## src/rtl/dec_router_pkg.sv

```systemverilog
package dec_router_pkg;
    typedef enum logic [1:0] {
        ST_MIMD = 2'd0,
        ST_PEND = 2'd1,
        ST_SIMD = 2'd2
    } route_mode_e;
endpackage

```

## src/rtl/dec_router_fsm.sv

```systemverilog
module dec_router_fsm
    import dec_router_pkg::*;
(
    input  logic        clk,
    input  logic        rst_n,
    input  logic        cfg_fire,
    input  logic        cfg_simd,
    input  logic        sync_ok,
    output route_mode_e state,
    output logic        simd
);
    route_mode_e state_q, state_d;

    always_ff @(posedge clk or negedge rst_n) begin
        if (!rst_n) state_q <= ST_MIMD;
        else        state_q <= state_d;
    end

    always_comb begin
        state_d = state_q;
        unique case (state_q)
            ST_MIMD: if (cfg_fire && cfg_simd) state_d = sync_ok ? ST_SIMD : ST_PEND;
            ST_PEND: begin
                if (cfg_fire && !cfg_simd) state_d = ST_MIMD;
                else if (sync_ok)          state_d = ST_SIMD;
            end
            ST_SIMD: if (cfg_fire && !cfg_simd) state_d = ST_MIMD;
            default: state_d = ST_MIMD;
        endcase
    end

    always_comb begin
        state = state_q;
        simd  = (state_q == ST_SIMD);
    end

    // SIMD entry only follows a synchronized cycle
    a_r6_entry_synced: assert property (@(posedge clk) disable iff (!rst_n)
        $rose(simd) |-> $past(sync_ok));

    // an accepted MIMD request leaves SIMD on the next edge
    a_r8_exit_one_cycle: assert property (@(posedge clk) disable iff (!rst_n)
        (simd && cfg_fire && !cfg_simd) |=> !simd);

    // synchronized SIMD request taken in one cycle
    a_r5_enter_one_cycle: assert property (@(posedge clk) disable iff (!rst_n)
        (state == ST_MIMD && cfg_fire && cfg_simd && sync_ok) |=> simd);
endmodule

```

## src/rtl/dec_router_lanes.sv

```systemverilog
module dec_router_lanes #(
    parameter int          LANES  = 4,
    parameter int          INSN_W = 32,
    parameter logic [31:0] NOP    = 32'h0
) (
    input  logic                    clk,
    input  logic                    rst_n,
    input  logic                    simd,
    input  logic [LANES-2:0]        part_mask,
    input  logic [LANES*INSN_W-1:0] dec_insn,
    input  logic [LANES-1:0]        dec_valid,
    input  logic [LANES-1:0]        ex_stall,
    output logic [LANES*INSN_W-1:0] ex_insn,
    output logic [LANES-1:0]        ex_valid,
    output logic [LANES-1:0]        dec_stall
);
    localparam logic [INSN_W-1:0] NOP_W = INSN_W'(NOP);

    logic [LANES-1:0]  joins;
    logic              any_stall;
    logic              bcast_go;
    logic [INSN_W-1:0] master_insn;

    always_comb begin
        joins       = {part_mask, 1'b1};
        any_stall   = |ex_stall;
        bcast_go    = dec_valid[0] && !any_stall;
        master_insn = dec_insn[INSN_W-1:0];
    end

    for (genvar g = 0; g < LANES; g++) begin : g_lane
        always_comb begin
            if (simd) begin
                ex_insn[g*INSN_W +: INSN_W] = joins[g] ? master_insn : NOP_W;
                ex_valid[g]                 = bcast_go;
                dec_stall[g]                = (g == 0) ? any_stall : 1'b1;
            end else begin
                ex_insn[g*INSN_W +: INSN_W] = dec_insn[g*INSN_W +: INSN_W];
                ex_valid[g]                 = dec_valid[g];
                dec_stall[g]                = ex_stall[g];
            end
        end

        if (g > 0) begin : g_chk
            // participants see the master's decode
            a_r3_broadcast: assert property (@(posedge clk) disable iff (!rst_n)
                (simd && part_mask[g-1]) |-> ex_insn[g*INSN_W +: INSN_W] == dec_insn[INSN_W-1:0]);
            // non-participants see the no-operation
            a_r9_nop_fill: assert property (@(posedge clk) disable iff (!rst_n)
                (simd && !part_mask[g-1]) |-> ex_insn[g*INSN_W +: INSN_W] == NOP_W);
        end
    end

    // lockstep - any stall holds the master and blocks every lane
    a_r7_lockstep: assert property (@(posedge clk) disable iff (!rst_n)
        (simd && (ex_stall != '0)) |-> (dec_stall[0] && ex_valid == '0));
endmodule

```

## src/rtl/dec_router_gate.sv

```systemverilog
module dec_router_gate #(
    parameter int LANES = 4
) (
    input  logic             simd,
    output logic [LANES-1:0] fe_en
);
    for (genvar g = 0; g < LANES; g++) begin : g_en
        if (g == 0) begin : g_master
            assign fe_en[g] = 1'b1;
        end else begin : g_slave
            assign fe_en[g] = !simd;
        end
    end
endmodule

```

## src/rtl/dec_router.sv

```systemverilog
module dec_router
    import dec_router_pkg::*;
#(
    parameter int          LANES  = 4,
    parameter int          INSN_W = 32,
    parameter logic [31:0] NOP    = 32'h0
) (
    input  logic                    clk,
    input  logic                    rst_n,
    input  logic [LANES*INSN_W-1:0] dec_insn,
    input  logic [LANES-1:0]        dec_valid,
    input  logic [LANES-1:0]        ex_stall,
    input  logic                    cfg_req,
    input  logic                    cfg_simd,
    input  logic                    sync_ok,
    input  logic [LANES-2:0]        part_mask,
    output logic [LANES*INSN_W-1:0] ex_insn,
    output logic [LANES-1:0]        ex_valid,
    output logic [LANES-1:0]        dec_stall,
    output logic [LANES-1:0]        fe_en,
    output logic                    simd_mode
);
    route_mode_e state;
    logic        simd;
    logic        cfg_fire;

    assign cfg_fire  = cfg_req && dec_valid[0] && !dec_stall[0];
    assign simd_mode = simd;

    dec_router_fsm u_fsm (
        .clk      (clk),
        .rst_n    (rst_n),
        .cfg_fire (cfg_fire),
        .cfg_simd (cfg_simd),
        .sync_ok  (sync_ok),
        .state    (state),
        .simd     (simd)
    );

    dec_router_lanes #(.LANES(LANES), .INSN_W(INSN_W), .NOP(NOP)) u_lanes (
        .clk       (clk),
        .rst_n     (rst_n),
        .simd      (simd),
        .part_mask (part_mask),
        .dec_insn  (dec_insn),
        .dec_valid (dec_valid),
        .ex_stall  (ex_stall),
        .ex_insn   (ex_insn),
        .ex_valid  (ex_valid),
        .dec_stall (dec_stall)
    );

    dec_router_gate #(.LANES(LANES)) u_gate (
        .simd  (simd),
        .fe_en (fe_en)
    );

    // slave front ends gated and frozen during SIMD
    a_r4_slaves_gated: assert property (@(posedge clk) disable iff (!rst_n)
        simd_mode |-> (fe_en[LANES-1:1] == '0 && dec_stall[LANES-1:1] == '1 && fe_en[0]));

    // enables come back with the first MIMD cycle
    a_r8_fe_restored: assert property (@(posedge clk) disable iff (!rst_n)
        $fell(simd_mode) |-> fe_en == '1);

    // pending state keeps independent routing
    a_r2_pend_independent: assert property (@(posedge clk) disable iff (!rst_n)
        (state == ST_PEND) |-> (ex_valid == dec_valid && dec_stall == ex_stall));
endmodule

```

## config.mk

```make
export PLATFORM = sky130hd
export DESIGN_NAME = dec_router
export DESIGN_NICKNAME = d
export VERILOG_FILES = /design/src/rtl/dec_router_pkg.sv /design/src/rtl/dec_router_fsm.sv /design/src/rtl/dec_router_lanes.sv /design/src/rtl/dec_router_gate.sv /design/src/rtl/dec_router.sv
export SDC_FILE = /design/constraint.sdc
export NUM_CORES = 1
export LEC_CHECK = 0
export BUFFER_PORTS_ARGS = -buffer_cell sky130_fd_sc_hd__buf_4
export CAP_MARGIN = 10
export CORE_AREA = 2 2 110 112
export DETAILED_ROUTE_END_ITERATION = 10
export DIE_AREA = 0 0 112 114
export PLACE_DENSITY_LB_ADDON = 0.12
export REMOVE_ABC_BUFFERS = 1
export SLEW_MARGIN = 20
export SYNTH_ARGS = -nofsm -noshare
export SYNTH_HDL_FRONTEND = slang
export SYNTH_SLANG_ARGS = --single-unit
```

## constraint.sdc

```tcl
create_clock -name clk -period 2.2 [get_ports clk]
set_clock_uncertainty 0.15 [all_clocks]
set_input_delay 0.44 -clock clk [delete_from_list [all_inputs] [get_ports clk]]
set_output_delay 0.44 -clock clk [all_outputs]
set_load 0.1 [all_outputs]
```

# Word level (Yosys, flattened, before mapping)
# Cells that the tools add are included.
# totals
register_bits	2
in_bits	144
wordCells	38
# classes
n_eq_ne	5
muxes	20
n_reduce_logical	12
# op_table
operator	n
32-bit two-way mux	6
2-bit two-way mux	5
1-bit two-way mux	8
2-bit one-hot mux with 3 select lines	1
1-bit logical AND	5
1-bit zero test	4
4-bit OR reduction	1
3-bit by 2-bit != test with 1-bit output, second input constant	1
3-bit AND reduction	1
2-bit by 1-bit equality test with 1-bit output, second input constant	1
2-bit equality test, second input constant	1
2-bit zero test	1
2-bit by 1-bit != test with 1-bit output, second input constant	1
2-bit != test, second input constant	1

# Longest topological paths before layout
# logic_depth
depth_word	7
depth_mapped	7
depth_no_buf	4

# Hierarchy
# Synthesis repeated with hierarchy kept, for this count alone.
# hier_totals
hier_cells	315
area_unflattened_um2	1814.2
# modules_own_cells
module	area_each_um2	cells_per_inst	instances
dec_router_lanes	1675.4	300	1
dec_router_fsm	100.1	9	1
dec_router_gate	30.0	5	1
dec_router	8.8	1	1

# Worst setup path before layout
# No wires, ideal clock.
# synth_timing
path_type	reg-to-output
start	register u_fsm.state_q[1], in the netlist u_fsm.state[1]
end	output port dec_stall[0]
t_arrival_ns	2.270
path_slack_ns	-0.660
t_required_ns	1.610
path_stages_with_launch	6
cell_sequence	dfrtp_1 -> nor2b_1 -> buf_4 -> inv_2 -> buf_2 -> o21bai_1
# synth_between
elab_chain_cells	2
# synth_lines
item	line_no	source
start, declared	dec_router_fsm.sv:12	route_mode_e state_q, state_d;
start signal, assigned	dec_router_fsm.sv:16	else state_q <= state_d;
2-bit equality test	dec_router_fsm.sv:34	simd = (state_q == ST_SIMD);
1-bit two-way mux	dec_router_lanes.sv:33	if (simd) begin
end, declared	dec_router.sv:19	output logic [LANES-1:0] dec_stall,
# Every way passes these cells.

# Worst setup path in the final report
# layout_timing
start	register u_fsm.state_q[0], in the netlist u_fsm.state[0]
end	output port ex_insn[87]
# layout_between
elab_chain_cells	2
# layout_lines
item	line_no	source
2-bit equality test	dec_router_fsm.sv:34	
32-bit two-way mux	dec_router_lanes.sv:33	
end, declared	dec_router.sv:17	output logic [LANES*INSN_W-1:0] ex_insn,
# Every way passes these cells.

==> reports/results.tsv <==
metric	value	unit
number of vias per cell	4.489	
# setup viols final	0	
worst hold path type	input pin to register	
CORE AREA	11710	um2
number of global-route vias before repair	3192	
initial antenna violation count	0	
Crit. path cell count	6	
reg2reg setup slack	780	ps
#FFs+latches synth	2	
Bufs and invs on worst path	3	
Skew-Pair Late Insertion Delay	220	ps
CP cell instances	nor2b_4, buf_8, bufbuf_16, nand3_1, nand2_2, buf_12	
drt wl/cell	14.99	um
Final Max Slew Viols	0	
status	finished, final reports clean	
WP data required	1610	ps
area of the multi-input gates	1379	um2
die area	12770	um2
Worst Setup Path Type	register to output pin	
Syn. warnings	0	
Worst Path Arrival	1590	ps
DRT iter0 DRCs	152	
Crit. Startpoint	u_fsm.state[0]$_DFFE_PN0P_	
synthesis-to-finish area growth	159.7	%
min Tclk post-route	2184	ps
Synth cell types	22	
Port Buf Inserts	283	
root buf cell	clkbuf_16	
clock-pin slew on the worst setup and hold paths	30	ps
r2r worst-path depth	5	
worst reg2reg path startpoint	u_fsm.state[0]$_DFFE_PN0P_	
max incr delay on CP	390	ps
CTS tree	yes	
# rows	40	
Fin Setup TNS	0	ps
register area	50.05	um2
share of cells above drive strength 1	51.79	%
CP Launch Type	register	
max reg flops	2	
Syn Area/Cell	4.915	um2
reg2reg end	u_fsm.state[1]$_DFFE_PN0P_	
Core Util, Final	41.20	%
largest net degree at the start of global routing	42	
total congestion overflow	0	
# diodes	0	
Routed WL	11440	um
Die Ht	114	um
post-route cell area	4825	um2
CTS sink cnt	2	
final hold viol count	0	
DRC viols	0	
post-DP HPWL	7547	um
Routed Antenna Nets	0	
RSZ-0062 raised after global routing	yes	
Peak Freq	458.0	MHz
first-pass GRT wire length	16390	um
critical path capture point type	output pin	
Clock Path Buffers	2	
WHS	248.0	ps
Syn Inst Count	378	
sequential area share after synthesis	2.694	%
RD Place Congestion	0.8012	
Final nets	762	
final cycle utilization of the critical path	99.25	%
Total GRT Usage	15.66	%
CP endpoint	ex_insn[87]	
Critical Path Fanout Max	8	
Initial Utilization	15.87	%
TritonCTS buffer count	3	
Fill cells	1205	
DRT Pass-1 Iters	5	
Crit path max-delay family	buffers and inverters	
Slowest-stage cell, CP	dfrtp_1	
Cell Area, Synth	1858	um2
DIE WIDTH	112	um
vias after detailed routing	3425	
area post-placement	3797	um2
MaxCap Viol Count	0	
I/O Pins	285	
H-tree depth	1	
## per-layer routing
metal	track usage (%)	wire, um
met1	16.81	4011
met2	32.32	6392
met3	2.976	904
met4	1.870	127
met5	0	0
## synthesized netlist by cell type (all sizes together)
library cell / instances / area share [%]
dfrtp: 2 / 2.7
inv: 3 / 0.61
buf: 57 / 23
a32oi: 1 / 0.47
nand2b: 4 / 1.3
nor3: 2 / 0.54
a21o: 3 / 1.2
and3: 1 / 0.34
mux2i: 1 / 0.54
and3b: 1 / 0.47
nor4: 1 / 0.34
nand2: 192 / 39
o21bai: 1 / 0.40
o21a: 1 / 0.40
conb: 1 / 0.20
nor2b: 1 / 0.34
clkbuf: 9 / 1.8
nand3: 96 / 26
o211ai: 1 / 0.40
## cells by family after synthesis
family | count (synthesis) | synth area share, %
buf+inv | 69 | 25.66
mux | 1 | 0.5387
flops | 2 | 2.694
simple gates | 298 | 68.01
other cells | 1 | 0.2018
compound gates | 7 | 2.896
## per-stage QoR
| stage | std cells | setup slack (ps) |
|---|---|---|
| floorplan | 312 | -9279 |
| global placement | 747 | 88.65 |
| detailed placement | 747 | 58.63 |
| CTS | 761 | 1.369 |
| global route | 763 | -43.52 |
| finish | 763 | 16.47 |
## worst register-to-register path: cells and delay by family (launching register included)
kind / cells / cell delay [ps]
compound gates: 1 / 180
buf+inv: 3 / 450
flops: 1 / 390
simple gates: 1 / 160
## how the worst min path moves through the flow
stage | startpoint | cells past startpoint | slack [ps] | end
after floorplan | rst_n | 0 | -6 | u_fsm.state[0]$_DFFE_PN0P_
after CTS | sync_ok | 2 | 250 | u_fsm.state[0]$_DFFE_PN0P_
final | sync_ok | 2 | 250 | u_fsm.state[0]$_DFFE_PN0P_
after global routing | sync_ok | 2 | 250 | u_fsm.state[0]$_DFFE_PN0P_
after detailed placement | rst_n | 1 | 80 | u_fsm.state[1]$_DFFE_PN0P_
after global placement | rst_n | 1 | 70 | u_fsm.state[0]$_DFFE_PN0P_
## repair_timing
action,4_1_cts,5_1_grt
resized for setup,117,80
pin swaps,0,11
hold buffers,1,0
endpoints found under the setup margin,102,71
cloned,4,2
hold endpoints to repair,2,0
buffers inserted,6,1
## final cells by class
| cell class | instances | area share, % |
|---|---|---|
| clock buffer | 3 | 1.556 |
| inverter | 3 | 0.4927 |
| multi-input combinational | 307 | 28.58 |
| sequential | 2 | 1.037 |
| tap | 147 | 3.812 |
| timing repair buffer | 301 | 64.52 |
## placed cells by master, fill, tap and decap left out, drive strengths merged
cell type | netlist | routed
and3b | 1 | 1
nand2b | 4 | 4
o21bai | 1 | 1
inv | 3 | 2
nor3 | 2 | 2
nor4 | 1 | 1
o21a | 1 | 1
conb | 1 | 1
clkbuf | 9 | 4
bufbuf | 0 | 1
mux2i | 1 | 1
a21o | 3 | 3
nor2b | 1 | 1
nand2 | 192 | 192
dfrtp | 2 | 2
o211ai | 1 | 1
and3 | 1 | 1
nand3 | 96 | 96
a32oi | 1 | 1
clkinv | 0 | 1
dlygate4sd3 | 0 | 1
buf | 57 | 298
Power is not shown: default switching activity piles up to over one toggle a cycle in this logic, so the estimate is an artifact.
